**config.mk**
```make
export PLATFORM = sky130hd
export DESIGN_NAME = clkEmbedSer
export DESIGN_NICKNAME = d
export VERILOG_FILES = /design/src/rtl/clkEmbedSerPkg.sv /design/src/rtl/clkEmbedSerCtrl.sv /design/src/rtl/clkEmbedSerData.sv /design/src/rtl/clkEmbedSer.sv
export SDC_FILE = /design/constraint.sdc
export NUM_CORES = 1
export LEC_CHECK = 0
export ABC_AREA = 1
export BUFFER_PORTS_ARGS = -buffer_cell sky130_fd_sc_hd__buf_2
export CORE_AREA = 2 2 70 72
export DETAILED_ROUTE_END_ITERATION = 10
export DIE_AREA = 0 0 72 74
export GPL_TIMING_DRIVEN = 0
export MAX_ROUTING_LAYER = met4
export PLACE_DENSITY = 0.72
export SETUP_SLACK_MARGIN = 0.1
export SLEW_MARGIN = 20
export SYNTH_ARGS = -nofsm -noshare
export SYNTH_HDL_FRONTEND = slang
export SYNTH_HIERARCHICAL = 1
export SYNTH_SLANG_ARGS = --single-unit
```
**constraint.sdc**
```tcl
create_clock -name clk -period 1.7 [get_ports clk]
set_input_delay 0.17 -clock clk [delete_from_list [all_inputs] [get_ports clk]]
set_output_delay 0.17 -clock clk [all_outputs]
set_load 0.01 [all_outputs]
```
**src/rtl/clkEmbedSerPkg.sv**
```systemverilog
package clkEmbedSerPkg;
  // Strobes from the frame control to the bit datapath
  typedef struct packed {
    logic takeNew;   // capture wordData into the hold and shift registers
    logic emitStart; // drive the start bit and reload the shifter
    logic emitData;  // drive the next payload bit
    logic emitStop;  // drive the stop bit
  } serStrobeT;
endpackage

```
**src/rtl/clkEmbedSerCtrl.sv**
```systemverilog
module clkEmbedSerCtrl
  import clkEmbedSerPkg::*;
#(
  parameter int PAYLOAD_W = 18
) (
  input  logic      clk,
  input  logic      rstN,
  input  logic      bitEn,
  input  logic      wordValid,
  output logic      wordReady,
  output serStrobeT strobe
);
  localparam int FRAME_LEN = PAYLOAD_W + 2;
  localparam int POS_W = $clog2(FRAME_LEN);
  localparam logic [POS_W-1:0] LAST_POS = POS_W'(FRAME_LEN - 1);
  localparam logic [POS_W-1:0] STOP_SRC = POS_W'(FRAME_LEN - 2);

  logic             running;
  logic [POS_W-1:0] bitPos;
  logic             atBoundary;
  logic             frameGo;

  assign atBoundary = !running || (bitPos == LAST_POS);
  assign wordReady  = bitEn && atBoundary;
  assign frameGo    = wordReady && (running || wordValid);

  always_comb begin
    strobe.takeNew   = wordReady && wordValid;
    strobe.emitStart = frameGo;
    strobe.emitData  = bitEn && running && (bitPos < STOP_SRC);
    strobe.emitStop  = bitEn && running && (bitPos == STOP_SRC);
  end

  always_ff @(posedge clk) begin
    if (!rstN) begin
      running <= 1'b0;
      bitPos  <= '0;
    end else if (bitEn) begin
      if (frameGo) begin
        running <= 1'b1;
        bitPos  <= '0;
      end else if (running) begin
        bitPos  <= bitPos + 1'b1;
      end
    end
  end


  pos_range_chk: assert property (@(posedge clk) disable iff (!rstN)
    bitPos <= LAST_POS);


  frame_wrap_chk: assert property (@(posedge clk) disable iff (!rstN)
    (bitEn && running && bitPos == LAST_POS) |=> (bitPos == '0));


  pos_hold_chk: assert property (@(posedge clk) disable iff (!rstN)
    !bitEn |=> $stable(bitPos));


  strobe_excl_chk: assert property (@(posedge clk) disable iff (!rstN)
    $onehot0({strobe.emitStart, strobe.emitData, strobe.emitStop}));


  no_mid_accept_chk: assert property (@(posedge clk) disable iff (!rstN)
    (running && bitPos != LAST_POS) |-> !strobe.takeNew);
endmodule

```
**src/rtl/clkEmbedSerData.sv**
```systemverilog
module clkEmbedSerData
  import clkEmbedSerPkg::*;
#(
  parameter int PAYLOAD_W = 18
) (
  input  logic                 clk,
  input  logic                 rstN,
  input  serStrobeT            strobe,
  input  logic [PAYLOAD_W-1:0] wordData,
  output logic                 serOut
);
  logic [PAYLOAD_W-1:0] holdReg;
  logic [PAYLOAD_W-1:0] shiftReg;

  always_ff @(posedge clk) begin
    if (!rstN) begin
      holdReg  <= '0;
      shiftReg <= '0;
      serOut   <= 1'b0;
    end else begin
      if (strobe.takeNew) begin
        holdReg  <= wordData;
        shiftReg <= wordData;
      end else if (strobe.emitStart) begin
        shiftReg <= holdReg;
      end else if (strobe.emitData) begin
        shiftReg <= {1'b0, shiftReg[PAYLOAD_W-1:1]};
      end

      if (strobe.emitStart)     serOut <= 1'b1;
      else if (strobe.emitData) serOut <= shiftReg[0];
      else if (strobe.emitStop) serOut <= 1'b0;
    end
  end


  start_high_chk: assert property (@(posedge clk) disable iff (!rstN)
    strobe.emitStart |=> serOut);


  stop_low_chk: assert property (@(posedge clk) disable iff (!rstN)
    strobe.emitStop |=> !serOut);


  line_hold_chk: assert property (@(posedge clk) disable iff (!rstN)
    !(strobe.emitStart || strobe.emitData || strobe.emitStop) |=> $stable(serOut));


  repeat_word_chk: assert property (@(posedge clk) disable iff (!rstN)
    (strobe.emitStart && !strobe.takeNew) |=> (shiftReg == $past(holdReg)));
endmodule

```
**src/rtl/clkEmbedSer.sv**
```systemverilog
module clkEmbedSer
  import clkEmbedSerPkg::*;
#(
  parameter int PAYLOAD_W = 18
) (
  input  logic                 clk,
  input  logic                 rstN,
  input  logic                 bitEn,
  input  logic                 wordValid,
  input  logic [PAYLOAD_W-1:0] wordData,
  output logic                 wordReady,
  output logic                 serOut
);
  serStrobeT strobe;

  clkEmbedSerCtrl #(.PAYLOAD_W(PAYLOAD_W)) ctrl_i (
    .clk       (clk),
    .rstN      (rstN),
    .bitEn     (bitEn),
    .wordValid (wordValid),
    .wordReady (wordReady),
    .strobe    (strobe)
  );

  clkEmbedSerData #(.PAYLOAD_W(PAYLOAD_W)) data_i (
    .clk      (clk),
    .rstN     (rstN),
    .strobe   (strobe),
    .wordData (wordData),
    .serOut   (serOut)
  );
endmodule

```
Word level (Yosys, flattened, before mapping)
Cells that the tools add are included.
{ "op_classes": {"n_addsub": 1, "n_lt_le_gt_ge": 1, "eq_ne": 2, "mux": 8, "reduce_logical": 14} }
{ "ops": {"columns": ["operator", "count"], "rows": [
  ["$mux W18", 3],
  ["$eq A5 B5 Y1 const B", 2],
  ["$mux W5", 2],
  ["$logic_and A1 B1 Y1", 6],
  ["$reduce_bool A3 Y1", 2],
  ["$add A5 B1 Y5 const B", 1],
  ["$lt A5 B5 Y1 const B", 1],
  ["$reduce_and A2 Y1", 2],
  ["$mux W1", 3],
  ["$logic_or A1 B1 Y1", 2],
  ["$reduce_bool A2 Y1", 1],
  ["$logic_not A1 Y1", 1]
]} }
{ "totals": {"ff_bits": 43, "wordCells": 31} }

Depth between registers and ports, before layout
Gate-level depths: netlist (run 1).
{ "depth": {"ltp_word": 6, "mapped_depth": 14, "depth_no_buf": 11} }

Modules after synthesis
Netlist (run 1), hierarchy kept.
{ "modules_own_cells": {"columns": ["module", "n_inst", "cells_per_inst", "area_per_inst_um2"], "rows": [
  ["clkEmbedSerData", 1, 293, 1893.1],
  ["clkEmbedSerCtrl", 1, 64, 395.4]
]} }

Worst setup path after synthesis (run 1)
OpenSTA, ideal clock, no wires.
{ "synth_timing": {"kind": "reg2reg", "start": "register ctrl_i.bitPos[0]", "end": "register data_i.shiftReg[10]", "setup_time_ps": 120, "arrival_ps": 1608, "required_time_ps": 1580, "setup_slack_ps": -28, "path_stages_with_launch": 15, "path_buffers": 3, "path_cell_list": "dfxtp_1 ha_1 nand2_1 inv_1 nand2_1 nand2_1 nand2_1 inv_1 buf_4 buf_6 nor2_8 clkbuf_8 nand3_1 nand2_1 a21oi_1"} }
{ "synth_via": {"elab_chain_cells": 6, "elab_cells_between_ends": 10, "cone_classes": "order compare (1); eq/ne (1); mux (2); reduce/logical (6)"} }
{ "synth_lines": {"columns": ["element", "line_no", "rtl"], "rows": [
  ["start, declared", "clkEmbedSerCtrl.sv:19", "logic [POS_W-1:0] bitPos;"],
  ["start signal, assigned", "clkEmbedSerCtrl.sv:43", "bitPos <= bitPos + 1'b1;"],
  ["$eq A5 B5 Y1 *", "clkEmbedSerCtrl.sv:23", "assign atBoundary = !running || (bitPos == LAST_POS);"],
  ["$logic_or A1 B1 Y1 *", "clkEmbedSerCtrl.sv:23", null],
  ["$logic_and A1 B1 Y1 *", "clkEmbedSerCtrl.sv:24", "assign wordReady = bitEn && atBoundary;"],
  ["$logic_and A1 B1 Y1 *", "clkEmbedSerCtrl.sv:25", "assign frameGo = wordReady && (running || wordValid);"],
  ["named net ctrl_i.frameGo", "clkEmbedSerCtrl.sv:21", "logic frameGo;"],
  ["$mux W18", "clkEmbedSerData.sv:24", "end else if (strobe.emitStart) begin"],
  ["$mux W18", "clkEmbedSerData.sv:21", "if (strobe.takeNew) begin"],
  ["end signal, assigned", "clkEmbedSerData.sv:23", "shiftReg <= wordData;"],
  ["end signal, assigned", "clkEmbedSerData.sv:25", "shiftReg <= holdReg;"],
  ["end signal, assigned", "clkEmbedSerData.sv:27", "shiftReg <= {1'b0, shiftReg[PAYLOAD_W-1:1]};"],
  ["end, declared", "clkEmbedSerData.sv:13", "logic [PAYLOAD_W-1:0] shiftReg;"]
]} }
The timed path passes the listed nets; every way through them passes the cells marked *.
A chain may end at the register's enable or synchronous reset.

==> results of run 1 <==
## state kept, by name, indices dropped and copies added (netlist names)
name             cells
ctrl_i/bitPos        5
data_i/holdReg      18
data_i/shiftReg     18
data_i/serOut        1
ctrl_i/running       1
## layout make-up
type | instances | area share, %
timing repair buffer | 39 | 9.69
tap | 54 | 2.34
clock buffer | 7 | 2.64
sequential | 43 | 29.9
buffer | 19 | 6.32
multi-input combinational | 225 | 39.8
inverter | 69 | 9.13
clock inverter | 1 | 0.173
## power by group through the flow
| stage | registers, W | clock network (W) | logic, W |
|---|---|---|---|
| floorplan | 0.00113 | 0 | 0.000379 |
| global placement | 0.00113 | 0 | 0.000485 |
| detailed placement | 0.00114 | 0 | 0.000493 |
| CTS | 0.00111 | 0.000646 | 0.000543 |
| global route | 0.00112 | 0.000690 | 0.000691 |
| finish | 0.00111 | 0.000626 | 0.000620 |
## worst paths after layout
kind / from / cells after the start / slack, ns / to
worst max-delay path: ctrl_i/bitPos[0] / 13 / 0.05 / data_i/shiftReg[8]
worst min-delay path: wordData[7] / 3 / 0.13 / data_i/holdReg[7]
worst max register to register: ctrl_i/bitPos[0] / 13 / 0.05 / data_i/shiftReg[8]
worst min register to register: data_i/holdReg[11] / 2 / 0.46 / data_i/holdReg[11]
## metal layers
| layer | global-route usage, % | vias to the layer above | part of all wire, % |
|---|---|---|---|
| met5 | - | - | 0 |
| met4 | 5.24 | 0 | 1.2 |
| met3 | 5.28 | 6 | 4.3 |
| met2 | 39.3 | 43 | 49 |
| met1 | 26.9 | 1010 | 46 |
| li1 | - | 1187 | - |
## kinds of logic (layout without fill, tap and decap cells)
kind of cell | count (synthesis) | in the layout | share of synthesized area (%)
compound gates | 58 | 58 | 12.8
simple gates | 165 | 165 | 31.2
flops | 43 | 43 | 37.6
buf+inv | 89 | 135 | 17.3
fa+ha+maj | 2 | 2 | 1.09
## worst reg2reg max path, stage by stage, from the launching register on
cell and delay (ns):
dfxtp_4 0.36, ha_4 0.15, nand2_1 0.05, inv_1 0.03
nand2_1 0.06, nand2_2 0.06, and3_2 0.19, buf_6 0.13
inv_6 0.08, buf_6 0.14, buf_4 0.12, nand3_2 0.06
nand2_1 0.06, a21oi_1 0.04
## what timing repair did
action                     CTS  global route
gates resized for setup     15            39
gates cloned                 2             1
pin swaps                    3             4
buffers inserted             9             4
setup endpoints to repair   37            37
## through the flow
stage | worst slack (ns) | utilization [%] | instance area (um2) | TNS (ns)
finish | 0.0484 | 62.9 | 2890 | 0
floorplan | 0.0750 | - | 2320 | 0
global route | -0.0578 | 62.9 | 2890 | -0.539
global placement | -0.0746 | 54.3 | 2500 | -0.971
CTS | 0.0196 | 58.9 | 2710 | 0
detailed placement | -0.113 | 54.3 | 2500 | -1.45
## placed cells by master (no fill, tap or decap), types with 2 or more instances in the layout
| master | synthesis | layout |
|---|---|---|
| nor2_1 | 8 | 8 |
| nand2_1 | 107 | 96 |
| buf_2 | 11 | 25 |
| inv_1 | 67 | 66 |
| a21oi_2 | 0 | 10 |
| buf_8 | 1 | 4 |
| clkbuf_1 | 2 | 4 |
| nand2_2 | 3 | 13 |
| nand3_2 | 0 | 7 |
| a21oi_1 | 55 | 45 |
| dfxtp_1 | 43 | 41 |
| nand2_4 | 1 | 2 |
| o21ai_1 | 2 | 2 |
| buf_4 | 3 | 14 |
| clkbuf_8 | 1 | 5 |
| buf_6 | 2 | 10 |
| nand3_1 | 41 | 34 |
| inv_2 | 2 | 2 |
==> run summary, run 1 <==
Status -> finished clean
GPL Wtd Cong -> 0.773
Seq cells post-synth -> 43
RSZ-0062 raised after global routing -> yes
Crit. End Element -> flop
Worst min path class -> input pin to flop
CP max-delay cell -> dfxtp_4
TritonRoute pass-1 iters -> 4
FFs w/ async S/R, synth -> 0%
CP bufs+invs -> 5
First-pass GRT wire length -> 9.11 mm
Crit path required time -> 1.89 ns
Synthesized cell area -> 2290 um2
Layout fillers -> 417
Family with the most delay on the worst path -> buffers and inverters
Max-Slew Margin vs Limit -> 63.9%
DRC -> 0
Initial antenna violation count -> 0
Grt ovf -> 0
H-tree levels -> 2
Worst Tran Pin Value -> 0.541 ns
Crit path DAT -> 1.84 ns
Placed cells -> 434
Area contributors post-synth -> dfxtp_1 (38%), nand2_1 (18%), a21oi_1 (12%)
CP dominant cell by count -> nand2_1
# port buffers -> 23
Post-CTS Hold Buffers -> 0
Final Critical Period -> 1.65 ns
Root buffer cell -> clkbuf_8
Area delta synth->final -> 26.4%
Max-cap viol count -> 0
CP max FO -> 7
Die area -> 5330 um2
Synth top cells by count -> nand2_1 (107), inv_1 (67), a21oi_1 (55)
Crit start category -> flop
CTS Sinks -> 43
Fin nets -> 426
Synth area leader -> dfxtp_1
Cell Rows -> 25
Detailed Route WL -> 5.48 mm
Synth unique cells -> 23
Largest net degree at the start of global routing -> 13
Setup Skew -> 0.00588 ns
Setup-failing EPs final -> 0
Total power -> 0.00236 W
Power share of the clock group -> 26.5%
Fraction of layout cells with a size suffix above 1 -> 25.6%
Finished Layout Cells -> 457
Post-synthesis cell count -> 357
Vias in the first global route -> 2,055
Slowest cell delay on critical path -> 0.36 ns
1st-iter DRT viols -> 119
Routed len/inst -> 12.0 um
CTS buffer count -> 5
Storage cell area -> 866 um2
Via count -> 2,246
Post-route ant nets -> 0
Core area -> 4600 um2
Sequential fraction of the synthesis area -> 37.6%
Hold Slack -> 0.132 ns
Final hold vios -> 0
Die width -> 72 um
Reg power frac -> 47.2%
Number of I/O pins -> 24
Antenna diode count -> 0
CTS max path bufs -> 2
Fmax -> 605 MHz
Tcrit/Tclk final -> 97.2%
Maximum vdd ir drop -> 0.510 mV
Yosys warns -> 6
Clk Latency, worst-skew pair -> 0.29 ns
Logic pwr share -> 26.3%
Overall Global Routing Usage -> 22.7%
Vias/cell -> 4.91
P_int -> 0.00165 W
Power per cell area -> 816 nW/um2
Starting Density -> 49.8%
Switching pwr -> 0.000712 W
Hpwl dp -> 3.40 mm
Syn_area_per_cell -> 6.41 um2
Clock transition at path regs -> 0.08 ns
CP Class -> flop to flop
EDFF count, synth -> 0
Ys flop type -> dfxtp_1
Yosys top cell area share -> 37.6%
Sw Share -> 30.2%
Leakage power figure -> 1.49 nW
DIE HEIGHT -> 74 um
Multi-input combinational cell area -> 1150 um2
Fin. max-slew vios -> 0
CTS tree -> built
Count leader, synth -> nand2_1
Synth Net Count -> 381
CP Cell Sequence -> ha_4, nand2_1, inv_1, nand2_1, nand2_2, and3_2, buf_6, inv_6, buf_6, buf_4, nand3_2, nand2_1, a21oi_1
No activity file was read; power rests on OpenSTA's default activity.
==> inputs of run 2 (changes only) <==
--- a/config.mk
+++ b/config.mk
@@ -7,12 +7,12 @@
 export LEC_CHECK = 0
 export ABC_AREA = 1
 export BUFFER_PORTS_ARGS = -buffer_cell sky130_fd_sc_hd__buf_2
-export CORE_AREA = 2 2 70 72
+export CORE_AREA = 2 2 66 68
 export DETAILED_ROUTE_END_ITERATION = 10
-export DIE_AREA = 0 0 72 74
+export DIE_AREA = 0 0 68 70
 export GPL_TIMING_DRIVEN = 0
 export MAX_ROUTING_LAYER = met4
-export PLACE_DENSITY = 0.72
+export PLACE_DENSITY = 0.77
 export SETUP_SLACK_MARGIN = 0.1
 export SLEW_MARGIN = 20
 export SYNTH_ARGS = -nofsm -noshare
==> constraint.sdc (replaced) <==
create_clock -name clk -period 1.6 [get_ports clk]
set_input_delay 0.16 -clock clk [delete_from_list [all_inputs] [get_ports clk]]
set_output_delay 0.16 -clock clk [all_outputs]
set_load 0.01 [all_outputs]
==> run 2 against run 1 <==
Effect of this change:
- the run now ends with negative setup slack left
- critical endpoint is now data_i/shiftReg[0]
- register-to-register slack worse by 0.13 ns
- critical path depth down 2
- routed wire length increased by 20%
- combinational power increased by 29%
- global-route usage up 3.7 points
==> run summary, run 2 (same netlist as run 1, synthesis figures left out) <==
Status -> finished with violations
Failing checks -> negative setup slack
Worst Tran Pin Value -> 0.552 ns
Via count -> 2,407
Setup-failing EPs final -> 22
Leading cell type in the layout, fill and taps excluded -> nand2_1
Max-Slew Margin vs Limit -> 63.2%
DIE HEIGHT -> 70 um
CP Class -> flop to flop
First-pass GRT wire length -> 9.27 mm
Cell Rows -> 24
Crit. End Element -> flop
Core area -> 4140 um2
Leading cell types in the layout, fill and taps excluded -> nand2_1 (87), inv_1 (63), dfxtp_1 (41)
Clk Latency, worst-skew pair -> 0.30 ns
CTS buffer count -> 5
Area delta synth->final -> 39.1%
Routed len/inst -> 14.4 um
Leakage power figure -> 1.58 nW
Fmax -> 596 MHz
CTS Sinks -> 43
Setup Skew -> 0.00684 ns
Hpwl dp -> 3.31 mm
Die area -> 4760 um2
CP bufs+invs -> 4
Largest regs -> data_i/holdReg (18), data_i/shiftReg (18), ctrl_i/bitPos (5)
DRC -> 0
TritonRoute pass-1 iters -> 5
Vias in the first global route -> 1,976
Setup WS pre-CTS -> -0.202 ns
Tcrit/Tclk final -> 105%
Starting Density -> 55.2%
Power per cell area -> 830 nW/um2
Number of I/O pins -> 24
Fraction of layout cells with a size suffix above 1 -> 33.8%
1st-iter DRT viols -> 160
CP max FO -> 5
Largest net degree at the start of global routing -> 12
H-tree levels -> 2
Worst setup margin -> -0.0771 ns
Max-cap viol count -> 0
Die width -> 68 um
Fin. max-slew vios -> 0
Vias/cell -> 5.27
Root buffer cell -> clkbuf_8
Fin nets -> 430
Initial antenna violation count -> 0
# port buffers -> 23
Clock transition at path regs -> 0.08 ns
RSZ-0062 raised after global routing -> yes
Crit path DAT -> 1.87 ns
Final hold vios -> 0
CP Cell Sequence -> ha_4, nand2_2, inv_2, nand2_2, nand2_4, and3_4, buf_12, clkinv_8, clkbuf_16, a21oi_2, a21oi_2
Final Critical Period -> 1.68 ns
Crit start category -> flop
Maximum vdd ir drop -> 0.540 mV
CP max-delay cell -> dfxtp_4
CTS max path bufs -> 2
Final Util -> 76.8%
GPL Wtd Cong -> 0.811
Post-route ant nets -> 0
Crit path required time -> 1.80 ns
Detailed Route WL -> 6.58 mm
Antenna diode count -> 0
Family with the most delay on the worst path -> buffers and inverters
CTS tree -> built
Worst min path class -> input pin to flop
Grt ovf -> 0
Slowest cell delay on critical path -> 0.36 ns
Overall Global Routing Usage -> 26.4%
[run 2: cell types whose count changed in the layout (fill, tap and decap cells not counted), moves of 4 or more]
cell / change
a21oi_1: -15
a21oi_2: +12
nand2_1: -9
buf_6: -8
nand2_2: +6
buf_8: +5
buf_12: +4
[run 2: per-stage QoR]
stage	cell area [um2]	TNS (ns)	std cells	hold WS (ns)	total power (W)
global placement	2500	-4.10	432	0.438	0.00172
CTS	2840	0	451	0.112	0.00247
finish	3180	-0.983	457	0.116	0.00264
detailed placement	2500	-5.33	432	0.443	0.00173
global route	3180	-2.71	457	0.124	0.00276
floorplan	2320	-0.228	357	0.314	0.00160
[run 2: report_power, final]
part	total, W	internal (W)	switching, W
Clock	0.000659	0.000292	0.000368
Sequential	0.00118	0.00115	0.0000338
Combinational	0.000799	0.000355	0.000445
Total	0.00264	0.00180	0.000846
[run 2: routing by layer]
layer	up-vias	global-route usage, %	part of all wire, %
met5	-	-	0
met4	0	9.33	1.1
met3	13	4.99	6.0
met2	98	41.6	52
met1	1101	33.4	41
li1	1195	-	-
[run 2: area by class of cell]
cell class | instances | area, um2
clock buffer | 6 | 72.6
fill | 301 | 961
sequential | 43 | 868
timing repair buffer | 42 | 350
timing repair inverter | 1 | 8.76
inverter | 69 | 272
tap | 52 | 65.1
buffer | 19 | 251
multi-input combinational | 225 | 1290
[run 2: path summary, 6_finish.rpt]
path | start | to | slack (ns) | cells after the start
worst min-delay path | wordData[11] | data_i/holdReg[11] | 0.12 | 3
worst max-delay path | ctrl_i/bitPos[0] | data_i/shiftReg[0] | -0.08 | 11
worst max register to register | ctrl_i/bitPos[0] | data_i/shiftReg[0] | -0.08 | 11
worst min register to register | data_i/holdReg[13] | data_i/holdReg[13] | 0.46 | 2
[run 2: repair_timing]
item / 4_1_cts / 5_1_grt
buffers inserted: 13 / 2
endpoints found under the setup margin: 38 / 43
gates cloned: 2 / 5
hold buffers: 0 / 0
pin swaps: 6 / 6
resized for setup: 53 / 62
[run 2: tightest hold or removal path: cells and delay by family]
kind                   cells  cell delay (ns)
buffers and inverters      1             0.10
AND/OR/NAND/NOR            1             0.06
AO/OA/AOI/OAI              1             0.05
==> inputs of run 3 (changes only) <==
--- a/config.mk
+++ b/config.mk
@@ -7,12 +7,15 @@
 export LEC_CHECK = 0
 export ABC_AREA = 1
 export BUFFER_PORTS_ARGS = -buffer_cell sky130_fd_sc_hd__buf_2
-export CORE_AREA = 2 2 66 68
+export CELL_PAD_IN_SITES_DETAIL_PLACEMENT = 2
+export CELL_PAD_IN_SITES_GLOBAL_PLACEMENT = 2
+export CORE_AREA = 2 2 86 88
 export DETAILED_ROUTE_END_ITERATION = 10
-export DIE_AREA = 0 0 68 70
+export DIE_AREA = 0 0 88 90
 export GPL_TIMING_DRIVEN = 0
 export MAX_ROUTING_LAYER = met4
-export PLACE_DENSITY = 0.77
+export PLACE_DENSITY_LB_ADDON = 0.1
+export REMOVE_ABC_BUFFERS = 1
 export SETUP_SLACK_MARGIN = 0.1
 export SLEW_MARGIN = 20
 export SYNTH_ARGS = -nofsm -noshare
==> constraint.sdc (replaced) <==
create_clock -name clk -period 2.05 [get_ports clk]
set_input_delay 0.205 -clock clk [delete_from_list [all_inputs] [get_ports clk]]
set_output_delay 0.205 -clock clk [all_outputs]
set_load 0.01 [all_outputs]
==> run 3 against run 2 <==
Effect of this change:
- the flow now finishes without violations
- fmax fell by 6.9%
- routed wire length fell by 0.52%
- combinational power fell by 43%
- register-to-register slack improved by 0.33 ns
- non-clock buffer count fell by 27
- die area rose by 66%
- via count fell by 6.5%
- sequential power fell by 22%
- largest power group unchanged
==> run summary, run 3 (same netlist as run 1, synthesis figures left out) <==
P_int -> 0.00131 W
Die width -> 88 um
Via count -> 2,250
CTS max path bufs -> 2
Overall Global Routing Usage -> 18.2%
Hold Slack -> 0.182 ns
Root buffer cell -> clkbuf_8
Power share of the clock group -> 28.3%
Worst Tran Pin Value -> 0.746 ns
Fmax -> 555 MHz
Starting Density -> 32.6%
Status -> finished clean
CP max-delay cell -> dfxtp_2
H-tree levels -> 2
GPL Wtd Cong -> 0.722
Hpwl dp -> 3.79 mm
Post-route ant nets -> 0
Crit. End Element -> flop
Leading cell types in the layout, fill and taps excluded -> nand2_1 (105), inv_1 (66), a21oi_1 (54)
Grt ovf -> 0
Switching pwr -> 0.000602 W
CP max FO -> 9
Worst setup margin -> 0.249 ns
Maximum vdd ir drop -> 0.255 mV
Logic pwr share -> 23.6%
Slowest cell delay on critical path -> 0.36 ns
Detailed Route WL -> 6.55 mm
Clk Latency, worst-skew pair -> 0.29 ns
Total power -> 0.00192 W
Multi-input combinational cell area -> 1060 um2
Vias in the first global route -> 2,392
Initial antenna violation count -> 0
1st-iter DRT viols -> 68
Crit path DAT -> 1.99 ns
Fin. max-slew vios -> 0
Tcrit/Tclk final -> 87.8%
Clock transition at path regs -> 0.09 ns
Storage cell area -> 863 um2
Setup Skew -> 0.00882 ns
Crit path from -> ctrl_i/bitPos[0]
Number of I/O pins -> 24
CTS tree -> built
Routed len/inst -> 13.6 um
Core area -> 7020 um2
Reg power frac -> 48.2%
RSZ-0062 raised after global routing -> no
Final Critical Period -> 1.80 ns
Final hold vios -> 0
CTS buffer count -> 5
Post-CTS Hold Buffers -> 0
Sw Share -> 31.4%
Crit path required time -> 2.24 ns
Max-Slew Margin vs Limit -> 50.2%
Setup WS pre-CTS -> -0.649 ns
First-pass GRT wire length -> 11.2 mm
Leakage power figure -> 1.33 nW
Min-delay src -> wordData[14]
Largest regs -> data_i/holdReg (18), data_i/shiftReg (18), ctrl_i/bitPos (5)
Largest net degree at the start of global routing -> 71
TritonRoute pass-1 iters -> 4
Setup-failing EPs final -> 0
Vias/cell -> 4.69
Crit start category -> flop
Power per cell area -> 718 nW/um2
DIE HEIGHT -> 90 um
Die area -> 7920 um2
Reg2reg start -> ctrl_i/bitPos[0]
Antenna diode count -> 0
CP Class -> flop to flop
Setup_tns -> 0 ns
Finished Layout Cells -> 480
Fin nets -> 404
DRC -> 0
Fraction of layout cells with a size suffix above 1 -> 15.5%
Layout fillers -> 883
Area delta synth->final -> 16.6%
CP Cell Sequence -> ha_2, nand2_1, inv_1, nand2_1, nand2_2, nand2_4, clkinvlp_4, buf_6, nor2_4, buf_4, a21oi_1, a21oi_1
CTS Sinks -> 43
Placed cells -> 459
Leading cell type in the layout, fill and taps excluded -> nand2_1
Worst min path class -> input pin to flop
# port buffers -> 23
Max-cap viol count -> 0
Cell Rows -> 31
[run 3: cell count changes in the layout (fill, tap and decap cells not counted), sizes merged]
| cell | change |
|---|---|
| clkinvlp | +3 |
| buf | -20 |
| nor2 | +1 |
| clkbuf | -7 |
| inv | -1 |
[run 3: metal layers]
metal / up-vias / global-route usage, % / part of all wire (%)
met5: - / - / 0
li1: 1140 / - / -
met3: 4 / 2.20 / 1.7
met1: 1085 / 22.3 / 48
met2: 21 / 31.5 / 50
met4: 0 / 4.23 / 0.73
[run 3: stage by stage]
stage | util, % | cell area, um2
after global placement | 34.1 | 2390
after floorplan | - | 2150
final | 38.0 | 2670
after CTS | 37.3 | 2620
after detailed placement | 34.1 | 2390
after global routing | 38.0 | 2670
[run 3: critical path: cells and delay by family (launching register included)]
kind / cells / cell delay [ns]
buffers and inverters: 4 / 0.49
AND/OR/NAND/NOR: 5 / 0.37
flip-flops: 1 / 0.36
AO/OA/AOI/OAI: 2 / 0.24
adder cells (fa/ha/maj): 1 / 0.23
[run 3: path summary, 6_finish.rpt]
check | end | cells after the start | slack (ns)
worst max-delay path | data_i/shiftReg[12] | 12 | 0.25
worst min-delay path | data_i/holdReg[14] | 3 | 0.18
worst max register to register | data_i/shiftReg[12] | 12 | 0.25
worst min register to register | data_i/holdReg[15] | 2 | 0.47
[run 3: power groups by stage]
stage                     registers [W]  logic [W]  clock network [W]
after floorplan                0.000936   0.000268                  0
after global placement         0.000939   0.000370                  0
after detailed placement       0.000942   0.000382                  0
after CTS                      0.000923   0.000444           0.000571
after global routing           0.000931   0.000522           0.000611
final                          0.000923   0.000452           0.000541
[run 3: final cells by class]
| cell class | instances | share of cell area, % |
|---|---|---|
| Inverter | 69 | 10.6 |
| Timing Repair inverter | 1 | 0.281 |
| Tap cell | 99 | 4.64 |
| Timing Repair Buffer | 34 | 9.10 |
| Clock inverter | 2 | 0.469 |
| Sequential cell | 43 | 32.4 |
| Clock buffer | 6 | 2.72 |
| Multi-Input combinational cell | 226 | 39.9 |
[run 3: timing repair]
item                       4_1_cts  5_1_grt
pin swaps                        3        1
setup buffers                   10        1
cloned                           2        0
gates resized for setup          9        9
setup endpoints to repair       37       20
